--- src/rtl/nmi_esc_pkg.sv ---
package nmi_esc_pkg;

    localparam int NUM_SRC = 5;
    localparam int CNT_W   = 16;
    localparam int DATA_W  = 16;
    localparam int ADDR_W  = 3;
    localparam int SUM_BIT = DATA_W - 1;
    localparam logic [CNT_W-1:0] PRD_RST = '1;

    // Source bit order: 0 RAM uncorrectable, 1 clock failure,
    // 2 flash uncorrectable, 3 inter-processor bus error, 4 external event.
    typedef enum logic [ADDR_W-1:0] {
        REG_STAT = 3'd0,
        REG_CLR  = 3'd1,
        REG_FRC  = 3'd2,
        REG_PRD  = 3'd3,
        REG_CNT  = 3'd4
    } nmi_reg_e;

    typedef struct packed {
        logic [NUM_SRC-1:0] frc;
        logic [NUM_SRC-1:0] clr;
        logic               sum_clr;
        logic               prd_we;
        logic [CNT_W-1:0]   prd_val;
    } nmi_wr_t;

    function automatic nmi_wr_t decode_wr(input logic we,
                                          input logic [ADDR_W-1:0] addr,
                                          input logic [DATA_W-1:0] data);
        nmi_wr_t r;
        r = '0;
        if (we) begin
            case (addr)
                REG_CLR: begin
                    r.clr     = data[NUM_SRC-1:0];
                    r.sum_clr = data[SUM_BIT];
                end
                REG_FRC: r.frc = data[NUM_SRC-1:0];
                REG_PRD: begin
                    r.prd_we  = 1'b1;
                    r.prd_val = data[CNT_W-1:0];
                end
                default: ;
            endcase
        end
        return r;
    endfunction

    function automatic logic [DATA_W-1:0] pack_status(input logic [NUM_SRC-1:0] src,
                                                      input logic sum);
        logic [DATA_W-1:0] r;
        r = '0;
        r[NUM_SRC-1:0] = src;
        r[SUM_BIT]     = sum;
        return r;
    endfunction

endpackage

--- src/rtl/nmi_flag_bank.sv ---
module nmi_flag_bank #(
    parameter int N = 5
) (
    input  logic         clk_i,
    input  logic         rst_i,
    input  logic [N-1:0] evt_i,
    input  logic [N-1:0] frc_i,
    input  logic [N-1:0] clr_i,
    output logic [N-1:0] flag_o
);
    for (genvar g = 0; g < N; g++) begin : g_bit
        logic bit_q;
        // set dominates clear so that no event is dropped
        always_ff @(posedge clk_i) begin
            if (rst_i)                      bit_q <= 1'b0;
            else if (evt_i[g] || frc_i[g])  bit_q <= 1'b1;
            else if (clr_i[g])              bit_q <= 1'b0;
        end
        assign flag_o[g] = bit_q;
    end
endmodule

--- src/rtl/nmi_summary.sv ---
module nmi_summary (
    input  logic clk_i,
    input  logic rst_i,
    input  logic any_i,
    input  logic ack_i,
    output logic sum_o,
    output logic nmi_o
);
    logic sum_q, nmi_q, sum_d;

    // acknowledge always wins for one edge; remaining sources re-arm next edge
    assign sum_d = ack_i ? 1'b0 : (sum_q | any_i);

    always_ff @(posedge clk_i) begin
        if (rst_i) begin
            sum_q <= 1'b0;
            nmi_q <= 1'b0;
        end else begin
            sum_q <= sum_d;
            nmi_q <= sum_d & ~sum_q;
        end
    end

    assign sum_o = sum_q;
    assign nmi_o = nmi_q;
endmodule

--- src/rtl/nmi_watchdog.sv ---
module nmi_watchdog #(
    parameter int               W       = 16,
    parameter logic [W-1:0]     PRD_INI = '1
) (
    input  logic         clk_i,
    input  logic         rst_i,
    input  logic         armed_i,
    input  logic         stop_i,
    input  logic         prd_we_i,
    input  logic [W-1:0] prd_val_i,
    output logic [W-1:0] cnt_o,
    output logic [W-1:0] prd_o,
    output logic         tmo_o
);
    logic [W-1:0] prd_q, cnt_q;
    logic         fired_q, tmo_q;

    always_ff @(posedge clk_i) begin
        if (rst_i)         prd_q <= PRD_INI;
        else if (prd_we_i) prd_q <= prd_val_i;
    end

    // greater-or-equal so a period lowered below the running count still expires
    always_ff @(posedge clk_i) begin
        if (rst_i || stop_i || !armed_i) begin
            cnt_q   <= '0;
            fired_q <= 1'b0;
            tmo_q   <= 1'b0;
        end else begin
            tmo_q <= 1'b0;
            if (cnt_q >= prd_q) begin
                if (!fired_q) begin
                    tmo_q   <= 1'b1;
                    fired_q <= 1'b1;
                end
            end else begin
                cnt_q <= cnt_q + 1'b1;
            end
        end
    end

    assign cnt_o = cnt_q;
    assign prd_o = prd_q;
    assign tmo_o = tmo_q;
endmodule

--- src/rtl/nmi_escalator.sv ---
module nmi_escalator
    import nmi_esc_pkg::*;
(
    input  logic                clk_i,
    input  logic                rst_i,
    input  logic [NUM_SRC-1:0]  err_i,
    input  logic                wr_en_i,
    input  logic [ADDR_W-1:0]   addr_i,
    input  logic [DATA_W-1:0]   wdata_i,
    output logic [DATA_W-1:0]   rdata_o,
    output logic                nmi_o,
    output logic                rst_req_o,
    output logic                notify_o
);
    nmi_wr_t            wr;
    logic [NUM_SRC-1:0] src_flag;
    logic               sum_q;
    logic [CNT_W-1:0]   wd_cnt, wd_prd;
    logic               tmo;

    assign wr = decode_wr(wr_en_i, addr_i, wdata_i);

    nmi_flag_bank #(.N(NUM_SRC)) u_flags (
        .clk_i (clk_i),
        .rst_i (rst_i),
        .evt_i (err_i),
        .frc_i (wr.frc),
        .clr_i (wr.clr),
        .flag_o(src_flag)
    );

    nmi_summary u_sum (
        .clk_i(clk_i),
        .rst_i(rst_i),
        .any_i(|src_flag),
        .ack_i(wr.sum_clr),
        .sum_o(sum_q),
        .nmi_o(nmi_o)
    );

    nmi_watchdog #(.W(CNT_W), .PRD_INI(PRD_RST)) u_wd (
        .clk_i    (clk_i),
        .rst_i    (rst_i),
        .armed_i  (sum_q),
        .stop_i   (wr.sum_clr),
        .prd_we_i (wr.prd_we),
        .prd_val_i(wr.prd_val),
        .cnt_o    (wd_cnt),
        .prd_o    (wd_prd),
        .tmo_o    (tmo)
    );

    assign rst_req_o = tmo;
    assign notify_o  = tmo;

    always_comb begin
        rdata_o = '0;
        case (addr_i)
            REG_STAT: rdata_o = pack_status(src_flag, sum_q);
            REG_PRD:  rdata_o[CNT_W-1:0] = wd_prd;
            REG_CNT:  rdata_o[CNT_W-1:0] = wd_cnt;
            default:  rdata_o = '0;
        endcase
    end
endmodule

--- config.mk ---
export PLATFORM = sky130hd
export DESIGN_NAME = nmi_escalator
export DESIGN_NICKNAME = d
export VERILOG_FILES = /design/src/rtl/nmi_esc_pkg.sv /design/src/rtl/nmi_flag_bank.sv /design/src/rtl/nmi_summary.sv /design/src/rtl/nmi_watchdog.sv /design/src/rtl/nmi_escalator.sv
export SDC_FILE = /design/constraint.sdc
export NUM_CORES = 1
export LEC_CHECK = 0
export BUFFER_PORTS_ARGS = -buffer_cell sky130_fd_sc_hd__buf_2
export CAP_MARGIN = 25
export CORE_MARGIN = 2
export CORE_UTILIZATION = 25
export CTS_CLUSTER_SIZE = 40
export DETAILED_ROUTE_END_ITERATION = 12
export PLACE_DENSITY = 0.39
export SETUP_SLACK_MARGIN = 0.05
export SYNTH_ARGS = -nofsm -noshare
export SYNTH_HDL_FRONTEND = slang
export SYNTH_SLANG_ARGS = --single-unit
--- constraint.sdc ---
create_clock -name clk_i -period 2.6 [get_ports clk_i]
set_input_delay 0.13 -clock clk_i [delete_from_list [all_inputs] [get_ports clk_i]]
set_output_delay 0.13 -clock clk_i [all_outputs]
set_load 0.02 [all_outputs]
### Word-level counts from Yosys, hierarchy flattened

Index checks and enable logic that the tools add are counted.

* bits in registers: 41
* input port bits: 27
* output and inout bits: 19
* logic and storage cells: 54

* add/subtract/negate cells: 1
* magnitude comparators: 1
* equality and inequality tests: 4
* muxes and demuxes: 17
* bitwise logic cells: 4
* reduce and logical (&&, ||, !) cells: 16

Operators with widths (count)
* one-hot mux 16 bit (3 select lines): 1
* 2-to-1 mux 28 bit: 1
* 2-to-1 mux 17 bit: 1
* adder 16 x 1 -> 16 bit (second input constant): 1
* greater-or-equal comparator 16 bit: 1
* 2-to-1 mux 1 bit: 12
* nonzero test 2 bit: 5
* logical OR 1 bit: 7
* == test 3 x 2 -> 1 bit (second input constant): 2
* 2-to-1 mux 6 bit: 1
* 2-to-1 mux 5 bit: 1
* OR reduction 5 bit: 1
* == test 3 x 1 -> 1 bit (second input constant): 1
* == test 3 bit (second input constant): 1
* zero test 3 bit: 1
* inverter 1 bit: 2
* OR reduction 2 bit: 1
* AND 1 bit: 1
* zero test 1 bit: 1
* OR 1 bit: 1

### Longest topological paths before layout

Gate-level depths: netlist of the first run.

* word-level depth: 6
* depth in mapped cells: 9
* depth with buffers taken out: 8

### Modules after synthesis

Synthesis of the first run repeated with hierarchy kept, for this count alone.

* cells, all modules: 305
* area, all modules: 2522.4 um^2

By module, submodules not included
* nmi_watchdog: instances 1, cells an instance 204, area an instance 1757.9 um^2, seq. area each 680.7 um^2
* nmi_escalator: instances 1, cells an instance 71, area an instance 488.0 um^2, seq. area each 0.0 um^2
* nmi_flag_bank: instances 1, cells an instance 25, area an instance 212.7 um^2, seq. area each 100.1 um^2
* nmi_summary: instances 1, cells an instance 5, area an instance 63.8 um^2, seq. area each 40.0 um^2

### Worst setup path after synthesis of the first run

No wires, ideal clock.

* path kind: reg2reg
* from: register u_wd.prd_q[14], in the netlist u_wd.prd_o[14]
* to: register u_wd.cnt_q[6], in the netlist u_wd.cnt_o[6]
* setup time: 70 ps
* data arrival time: 1960 ps
* required time: 2530 ps
* path slack: 570 ps
* stages on the path, launching flop included: 9
* path buffers: 0
* clock period less this slack: 2030 ps
* path through: dfxtp_1 -> inv_1 -> ha_1 -> a21oi_1 -> nand2_1 -> a221oi_2 -> o21ai_2 -> or4_1 -> a21oi_1

* cells in the longest elaborated chain, start to end: 1

RTL lines
* start: declaration: line nmi_watchdog.sv:15 `logic [W-1:0] prd_q, cnt_q;`
* start signal: assignment: line nmi_watchdog.sv:20 `else if (prd_we_i) prd_q <= prd_val_i;`
* greater-or-equal comparator 16 bit: line nmi_watchdog.sv:31 `if (cnt_q >= prd_q) begin`
* end signal: assignment: line nmi_watchdog.sv:37 `cnt_q <= cnt_q + 1'b1;`
* end: declaration: line nmi_watchdog.sv:15

No other way between the ends.
A chain may end at the register's enable or synchronous reset.

### Worst setup path after layout of the first run

* from: register u_wd.prd_q[2], in the netlist u_wd.prd_o[2]
* to: register u_wd.cnt_q[6], in the netlist u_wd.cnt_o[6]

Same word-level chain as after synthesis.

==> metrics.cfg, run 1 <==
[die]
die_w_um=101
die-area_um2=10100
initial_core_util_pct=25.5
core_area_um2=9150
num_rows=35
die_y_um=101
io_pins=46

[global_routing]
first_global_vias=2055
track_usage_pct=13.5
grt_overflow_total=0
grt_max_degree=23
antenna_found_initial=0
grt_pass1_wl_mm=10.6

[cts]
postCtsSetupRepairBufs=0
clock_latency_ns=0.30
cts.path.max_buffers=2
path_clk_slew_ns=0.09
cts_tree=yes
h-tree-depth=2
cts_sinks=41
cts-root-buf=clkbuf_8
cts_buffers=5
cts-hold-fix-buffers=0

[yosys]
synth-seq-area-share_pct=35.2
synth_area_um2=2330
synth_edf_count=0
yosys.area.top_type=dfxtp_1
synth_ff_type=dfxtp_1
ys_ff_latch=41
yosysWarnings=0
ys_async_sr_fraction_pct=0
synth_fp_nets=332
yosysTopAreaCellShare_pct=35.2
synth.area.top_cells=dfxtp_1, ha_1, nand2_1, nand3b_1, a22o_1
synth_common_cells=nand2_1, dfxtp_1, inv_1, ha_1, nand3b_1
syn_inst=288
syn-mean-instance-area_um2=8.10
synth_most_common_cell=nand2_1
yosysUniqueCellTypes=42

[finish]
fin_nets=380
area_delta_synth_final_pct=19.7
drive_gt1_share_pct=21.4
diodes=0

[power_and_ir_drop]
vdd_ir_drop_max_v=0.000141
power.leakage_uw=0.00139
power.share.combinational_pct=11.8
p_clk_share_pct=34.4
cellPowerDensity_nw_per_um2=442
seq_power_share_pct=53.7
internal-power_uw=894
p_switching_uw=342
power.share.switching_pct=27.7

[timing]
hold_viol=0
worst_slew_pin_slew_ns=0.663
maxSlewViolCount=0
fmax_mhz=422
period_share_pct=91.1
relSlewSlack_pct=55.6
setup_tns_ns=0
fin_ws_ns=0.231
rsz0062_at_grt=no
finalSetupViolations=0
finalClockSkew_ns=0.00735
layout_min_cycle_time_ns=2.37

[critical_path]
cp_top_family=compound AO/OA/AOI/OAI gates
worst-path-buf-inv=1
cp.arrival_ns=2.60
critPathMaxFanout=17
critPathSlowestCell=or4_1
crit_path_start_kind=flip-flop
cp_num_cells=8
slowest_delay_ns=0.56
worstPathCellList=inv_1, ha_1, a211oi_2, o21ai_1, a41oi_2, o21ai_2, or4_1, a21oi_1
r2r_cells=8
worstSetupPathType=flip-flop to flip-flop
critPathRequiredTime_ns=2.84
endpoint_kind=flip-flop

[drt]
routed_via_density=4.76
drt_iter0_drc=100
wirelength_mm=6.49
vias=2133
detail_route.first_pass.iterations=4
remaining_drc_errors=0
wl_per_cell_um=14.5
ant_nets=0

[hold_path]
hold_depth=3
hold_path.class=input port to flip-flop

[place]
hpwl_mm=4.98
place_ws_ns=0.231
gp_congestion=0.820
io_buffers=45

[run]
maxCapViolCount=0

[status]
outcome=complete, no violations

-- kinds of logic (layout without fill, tap and decap cells) --
| logic type | Yosys count | after routing | synth area share [%] |
|---|---|---|---|
| buf+inv | 34 | 83 | 5.90 |
| fa+ha+maj | 17 | 17 | 9.12 |
| simple gates | 126 | 126 | 27.1 |
| flops | 41 | 41 | 35.2 |
| mux | 6 | 6 | 2.57 |
| compound gates | 62 | 62 | 19.4 |
| xor+xnor | 2 | 2 | 0.751 |
-- power by group through the flow --
stage / combinational [uW] / clock [uW] / sequential (uW)
6_report: 146 / 426 / 664
2_1_floorplan: 94.5 / 0 / 674
3_3_place_gp: 150 / 0 / 679
3_5_place_dp: 149 / 0 / 679
5_1_grt: 165 / 470 / 668
4_1_cts: 150 / 455 / 664
-- placed cells by master, fill, tap and decap left out, types with 2 or more instances in the layout --
| master | Yosys | final |
|---|---|---|
| inv_1 | 20 | 20 |
| or2_2 | 2 | 2 |
| nand2_1 | 56 | 56 |
| xnor2_1 | 2 | 2 |
| a221oi_1 | 5 | 5 |
| clkinv_2 | 0 | 2 |
| dfxtp_1 | 41 | 40 |
| buf_4 | 2 | 10 |
| nand3_1 | 10 | 10 |
| o211ai_1 | 3 | 3 |
| or4_1 | 4 | 4 |
| o2111ai_1 | 3 | 3 |
| nand3b_1 | 16 | 16 |
| nor2b_1 | 2 | 2 |
| ha_1 | 17 | 17 |
| buf_2 | 2 | 45 |
| clkbuf_8 | 0 | 5 |
| nor2_1 | 14 | 14 |
| a21oi_1 | 11 | 11 |
| or3_1 | 8 | 8 |
| and3_1 | 5 | 5 |
| nor3_1 | 2 | 2 |
| a22o_1 | 10 | 10 |
| mux2i_1 | 6 | 6 |
| o21a_1 | 5 | 5 |
| o21ai_0 | 15 | 15 |
-- worst min-delay path: cells and delay by family --
kind,cells,cell delay (ns)
simple gates,2,0.10
buf+inv,1,0.07
-- path summary, 6_finish.rpt --
kind	start	to	slack, ns
hold reg to reg	u_wd.fired_q	u_wd.tmo_o	0.43
setup / recovery	u_wd.prd_o[2]	u_wd.cnt_o[6]	0.23
hold / removal	wdata_i[5]	u_wd.prd_o[5]	0.03
setup reg to reg	u_wd.prd_o[2]	u_wd.cnt_o[6]	0.23
-- sequential cells by signal, indices dropped and copies added, names as in the netlist --
register and cells:
u_wd.cnt_o 16, u_wd.prd_o 16, u_flags.g_bit.bit_q 5, u_sum.nmi_o 1, u_sum.sum_o 1, u_wd.fired_q 1, u_wd.tmo_o 1
-- repair_timing --
action,CTS,global route
endpoints found under the hold margin,0,0
setup endpoints to repair,0,1
gates resized for setup,0,1
-- stage by stage --
stage                     power [uW]  instances  hold WS (ns)  utilization [%]  area, um^2
after floorplan                  768        288         0.236                -        2330
after detailed placement         828        440         0.345             29.6        2710
after CTS                       1270        448        0.0191             30.5        2790
final                           1240        448        0.0304             30.5        2790
after global placement           829        440         0.340             29.6        2710
after global routing            1300        448        0.0321             30.5        2790
-- area by class of cell --
type	instances	area, um^2
fill	973	6360
multi-input combinational	213	1380
sequential	41	822
timing repair buffer	55	300
tap	111	139
inverter	20	75.1
clock buffer	6	72.6
clock inverter	2	10.0
-- layer usage --
layer | GRT usage [%] | wire (um)
met5 | 0 | 0
met4 | 3.79 | 84
met3 | 2.91 | 166
met2 | 20.3 | 2880
met1 | 19.4 | 3360
(Power assumes the default switching activity.)
==> run 2, diff against run 1 <==
Settings changed: GPL_TIMING_DRIVEN set to 0.
==> metrics.cfg, run 2 (synthesis gave the netlist of run 1 again) <==
[status]
outcome=complete, no violations  ; unchanged

[critical_path]
cp_num_cells=7  ; was 8
startpoint=u_wd.cnt_o[2]  ; was u_wd.prd_o[2]
ff2ff_setup_slack_ns=0.20  ; was 0.23 ns
cp_top_family=compound AO/OA/AOI/OAI gates  ; unchanged
cp.arrival_ns=2.62  ; was 2.60 ns
crit_path_start_kind=flip-flop  ; unchanged
r2r_end=u_wd.cnt_o[9]  ; was u_wd.cnt_o[6]
timing.rr.start=u_wd.cnt_o[2]  ; was u_wd.prd_o[2]
worstSetupPathType=flip-flop to flip-flop  ; unchanged
endpoint_kind=flip-flop  ; unchanged
slowest_delay_ns=0.47  ; was 0.56 ns
worst-path-buf-inv=0  ; was 1
r2r_cells=7  ; was 8
critPathRequiredTime_ns=2.82  ; was 2.84 ns
critPathSlowestCell=dfxtp_1  ; was or4_1
worstPathCellList=ha_1, a211oi_2, o21ai_1, a41oi_2, o2111ai_1, or3_1, a21oi_1  ; was inv_1, ha_1, a211oi_2, o21ai_1, a41oi_2, o21ai_2, or4_1, a21oi_1
critPathMaxFanout=8  ; was 17
endpoint=u_wd.cnt_o[9]  ; was u_wd.cnt_o[6]

[die]
die_y_um=101  ; unchanged
num_rows=35  ; unchanged
core_area_um2=9150  ; unchanged
io_pins=46  ; unchanged
die_w_um=101  ; unchanged
initial_core_util_pct=25.5  ; unchanged
die-area_um2=10100  ; unchanged

[timing]
period_share_pct=92.3  ; was 91.1%
rsz0062_at_grt=yes  ; was no
relSlewSlack_pct=57.8  ; was 55.6%
fmax_mhz=417  ; was 422 MHz
worst_slew_pin_slew_ns=0.630  ; was 0.663 ns
finalSetupViolations=0  ; unchanged
setup_tns_ns=0  ; unchanged
fin_ws_ns=0.200  ; was 0.231 ns
maxSlewViolCount=0  ; unchanged
layout_min_cycle_time_ns=2.40  ; was 2.37 ns
finalClockSkew_ns=0.00623  ; was 0.00735 ns
hold_viol=0  ; unchanged

[drt]
remaining_drc_errors=0  ; unchanged
routed_via_density=4.79  ; was 4.76
wl_per_cell_um=14.4  ; was 14.5 um
drt_iter0_drc=61  ; was 100
wirelength_mm=6.50  ; was 6.49 mm
ant_nets=0  ; unchanged
vias=2156  ; was 2133
detail_route.first_pass.iterations=4  ; unchanged

[power_and_ir_drop]
power.leakage_uw=0.00136  ; was 0.00139 uW
cellPowerDensity_nw_per_um2=450  ; was 442 nW/um^2
vdd_ir_drop_max_v=0.000204  ; was 0.000141 V

[global_routing]
grt_overflow_total=0  ; unchanged
antenna_found_initial=0  ; unchanged
grt_max_degree=12  ; was 23
use_met3_pct=2.70  ; was 2.91%
grt_pass1_wl_mm=10.6  ; about the same
use_met2_pct=22.1  ; was 20.3%
busiest_layer=met2  ; unchanged
first_global_vias=2130  ; was 2055
track_usage_pct=13.4  ; was 13.5%
grt.met1_usage_pct=17.9  ; was 19.4%

[cts]
postCtsSetupRepairBufs=0  ; unchanged
cts.path.max_buffers=2  ; unchanged
cts_buffers=5  ; unchanged
cts_sinks=41  ; unchanged
cts-resized-gates=0  ; unchanged
cts-hold-fix-buffers=0  ; unchanged
cts-root-buf=clkbuf_8  ; unchanged
cts_tree=yes  ; unchanged
h-tree-depth=2  ; unchanged
clock_latency_ns=0.29  ; was 0.30 ns
path_clk_slew_ns=0.08  ; was 0.09 ns

[finish]
multi_input_area_um2=1380  ; unchanged
area_delta_synth_final_pct=19.1  ; was 19.7%
drive_gt1_share_pct=18.6  ; was 21.4%
fin_nets=383  ; was 380
nFillCells=980  ; was 973
regArea_um2=821  ; was 822 um^2
postLayoutCellArea_um2=2780  ; was 2790 um^2
stdcell_count=450  ; was 448
utilization_pct=30.4  ; was 30.5%
final_common_cell=nand2_1  ; unchanged
diodes=0  ; unchanged
layout_common_cells=nand2_1, buf_2, dfxtp_1, inv_1, ha_1  ; unchanged

[hold_path]
worstHoldStart=wdata_i[9]  ; was wdata_i[5]
hold_path.class=input port to flip-flop  ; unchanged

[place]
place_inst=443  ; was 440
hpwl_mm=5.06  ; was 4.98 mm
io_buffers=44  ; was 45
dpl_cell_area_um2=2690  ; was 2710 um^2
place_ws_ns=0.228  ; was 0.231 ns
gp_congestion=0.804  ; was 0.820

[run]
maxCapViolCount=0  ; unchanged

==> run 2: cell count changes in the layout (fill, tap and decap cells not counted), sizes merged <==
cell / change
buf: -7
clkbuf: +11
clkinv: -2
==> run 2: worst min path at each step <==
stage	endpoint	slack, ns	cells after the start
after global routing	u_wd.prd_o[11]	0.05	3
after floorplan	u_wd.prd_o[0]	0.24	1
after CTS	u_wd.prd_o[9]	0.03	3
final	u_wd.prd_o[9]	0.04	3
after global placement	u_wd.prd_o[9]	0.34	3
after detailed placement	u_wd.prd_o[9]	0.34	3
==> run 2: per-layer routing <==
layer  part of all wire [%]  up-vias
met5                      0        -
met4                    1.2        0
met3                    2.6        6
met2                     47       25
met1                     49     1008
li1                       -     1117
==> run 2: power by group <==
part           leakage [uW]  internal, uW  switching, uW
sequential         0.000335           646           18.5
clock             0.0000443           211            223
combinational      0.000981          63.8           88.2
total               0.00136           921            330
==> run 2: layout make-up <==
| type | instances | area share, % |
|---|---|---|
| sequential | 41 | 29.5 |
| tap | 111 | 5.00 |
| timing repair buffer | 44 | 7.92 |
| multi-input combinational | 213 | 49.5 |
| buffer | 14 | 2.25 |
| clock buffer | 7 | 3.11 |
| inverter | 20 | 2.70 |
==> run 2: worst min-delay path, cell delays in order <==
cell	delay [ns]
buf_2	0.07
nand2_1	0.04
nand3b_1	0.06
==> run 2: stage by stage <==
| step | total power [uW] | hold WS, ns |
|---|---|---|
| detailed placement | 835 | 0.344 |
| floorplan | 768 | 0.236 |
| global placement | 834 | 0.343 |
| finish | 1250 | 0.0449 |
| CTS | 1280 | 0.0314 |
| global route | 1320 | 0.0511 |
==> run 3, diff against run 2 <==
--- a/config.mk
+++ b/config.mk
@@ -8,4 +8,5 @@
 export BUFFER_PORTS_ARGS = -buffer_cell sky130_fd_sc_hd__buf_2
 export CAP_MARGIN = 25
+export CORE_ASPECT_RATIO = 0.8
 export CORE_MARGIN = 2
 export CORE_UTILIZATION = 25
==> constraint.sdc (replaced) <==
create_clock -name clk_i -period 2.6 [get_ports clk_i]
set_input_delay 0.13 -clock clk_i [delete_from_list [all_inputs] [get_ports clk_i]]
set_output_delay 0.13 -clock clk_i [all_outputs]
set_load 0.1 [all_outputs]
==> metrics.cfg, run 3 (synthesis gave the netlist of run 1 again) <==
[timing]
worst_slew_pin_slew_ns=0.671  ; was 0.630 ns
maxSlewViolCount=0  ; unchanged
fmax_mhz=419  ; was 417 MHz
finalClockSkew_ns=0.00396  ; was 0.00623 ns
rsz0062_at_grt=yes  ; unchanged
relSlewSlack_pct=55.1  ; was 57.8%
layout_min_cycle_time_ns=2.39  ; was 2.40 ns
period_share_pct=91.8  ; was 92.3%
hold_viol=0  ; unchanged
fin_ws_ns=0.212  ; was 0.200 ns
finalSetupViolations=0  ; unchanged

[die]
die_y_um=90.4  ; was 101 um
core_area_um2=9080  ; was 9150 um^2
initial_core_util_pct=25.7  ; was 25.5%
num_rows=31  ; was 35
die_w_um=112  ; was 101 um
die-area_um2=10100  ; about the same
io_pins=46  ; unchanged

[critical_path]
worstPathCellList=inv_1, ha_1, a21oi_1, nand2_1, a221oi_2, o2111ai_1, or3_1, a21oi_1  ; was ha_1, a211oi_2, o21ai_1, a41oi_2, o2111ai_1, or3_1, a21oi_1
slowest_delay_ns=0.41  ; was 0.47 ns
crit_path_start_kind=flip-flop  ; unchanged
worstSetupPathType=flip-flop to flip-flop  ; unchanged
timing.rr.start=u_wd.prd_o[14]  ; was u_wd.cnt_o[2]
critPathRequiredTime_ns=2.81  ; was 2.82 ns
startpoint=u_wd.prd_o[14]  ; was u_wd.cnt_o[2]
cp_common_cell=a21oi_1
cp.arrival_ns=2.60  ; was 2.62 ns
critPathSlowestCell=or3_1  ; was dfxtp_1
critPathMaxFanout=8  ; unchanged
endpoint_kind=flip-flop  ; unchanged

[global_routing]
track_usage_pct=13.4  ; about the same
antenna_found_initial=0  ; unchanged
grt_pass1_wl_mm=10.9  ; was 10.6 mm
first_global_vias=2157  ; was 2130
grt_max_degree=12  ; unchanged
grt_overflow_total=0  ; unchanged

[drt]
vias=2162  ; was 2156
wirelength_mm=6.40  ; was 6.50 mm
remaining_drc_errors=0  ; unchanged
drt_iter0_drc=117  ; was 61
wl_per_cell_um=14.1  ; was 14.4 um
ant_nets=0  ; unchanged
routed_via_density=4.75  ; was 4.79
detail_route.first_pass.iterations=4  ; unchanged

[cts]
h-tree-depth=2  ; unchanged
cts_tree=yes  ; unchanged
path_clk_slew_ns=0.06  ; was 0.08 ns
clock_latency_ns=0.28  ; was 0.29 ns
cts-root-buf=clkbuf_16  ; was clkbuf_8
postCtsSetupRepairBufs=0  ; unchanged
cts-resized-gates=0  ; unchanged
cts_sinks=41  ; unchanged
cts.path.max_buffers=2  ; unchanged
cts_buffers=5  ; unchanged
cts-hold-fix-buffers=0  ; unchanged

[finish]
fin_nets=383  ; unchanged
area_delta_synth_final_pct=22.1  ; was 19.1%
layout_common_cells=nand2_1, buf_2, dfxtp_1, inv_1, ha_1  ; unchanged
drive_gt1_share_pct=18.9  ; was 18.6%
utilization_pct=31.4  ; was 30.4%
postLayoutCellArea_um2=2850  ; was 2780 um^2
final_common_cell=nand2_1  ; unchanged

[power_and_ir_drop]
power.leakage_uw=0.00139  ; was 0.00136 uW
cellPowerDensity_nw_per_um2=532  ; was 450 nW/um^2
vdd_ir_drop_max_v=0.000218  ; was 0.000204 V

[status]
outcome=complete, no violations  ; unchanged

[hold_path]
hold_path.class=input port to flip-flop  ; unchanged
worstHoldStart=wdata_i[7]  ; was wdata_i[9]

[place]
hpwl_mm=5.07  ; was 5.06 mm
dpl_cell_area_um2=2700  ; was 2690 um^2
io_buffers=44  ; unchanged
place_ws_ns=0.220  ; was 0.228 ns
gp_congestion=0.720  ; was 0.804

[run]
maxCapViolCount=0  ; unchanged

## run 3: cell count changes in the layout (fill, tap and decap cells not counted)
cell / change
clkbuf_8: -5
o2111ai_1: -1
clkbuf_16: +5
diode_2: +1
o2111ai_2: +1
## run 3: power breakdown
part	switching, uW	total (uW)	internal [uW]	leakage [uW]
combinational	171	235	63.8	0.000981
sequential	18.7	666	648	0.000335
clock	237	614	377	0.0000700
## run 3: routing by layer
metal / wire length (um) / vias up / global-route usage, %
met4: 44 / 0 / 3.35
li1: - / 1122 / -
met5: 0 / - / 0
met1: 3460 / 996 / 19.0
met3: 290 / 4 / 3.15
met2: 2600 / 40 / 20.4
## run 3: path summary, 6_finish.rpt
check              endpoint  slack, ns  cells after the start
max          u_wd.cnt_o[12]       0.21                      8
min           u_wd.prd_o[7]       0.06                      3
max reg2reg  u_wd.cnt_o[12]       0.21                      8
min reg2reg      u_wd.tmo_o       0.42                      1
## run 3: through the flow
step	power (uW)	hold WS (ns)	cells	setup TNS (ns)
detailed placement	918	0.346	447	0
floorplan	851	0.236	288	-1.23
global placement	917	0.343	447	0
global route	1580	0.0648	454	0
finish	1520	0.0574	455	0
CTS	1540	0.0565	454	0
## run 3: cell type report
class | instances | area, um^2
Tap cell | 115 | 144
Inverter | 20 | 75.1
Clock buffer | 7 | 143
Timing Repair Buffer | 44 | 220
Buffer | 14 | 62.6
Fill cell | 1021 | 6230
Multi-Input combinational cell | 213 | 1380
Antenna cell | 1 | 2.50
Sequential cell | 41 | 821
## run 3: critical path, delay by kind of cell, from the launching register on
family | cells | cell delay [ns]
AOI/OAI and AO/OA | 4 | 1.06
adders and majority gates | 1 | 0.32
buffers and inverters | 1 | 0.06
DFF | 1 | 0.38
and+or+nand+nor | 2 | 0.51
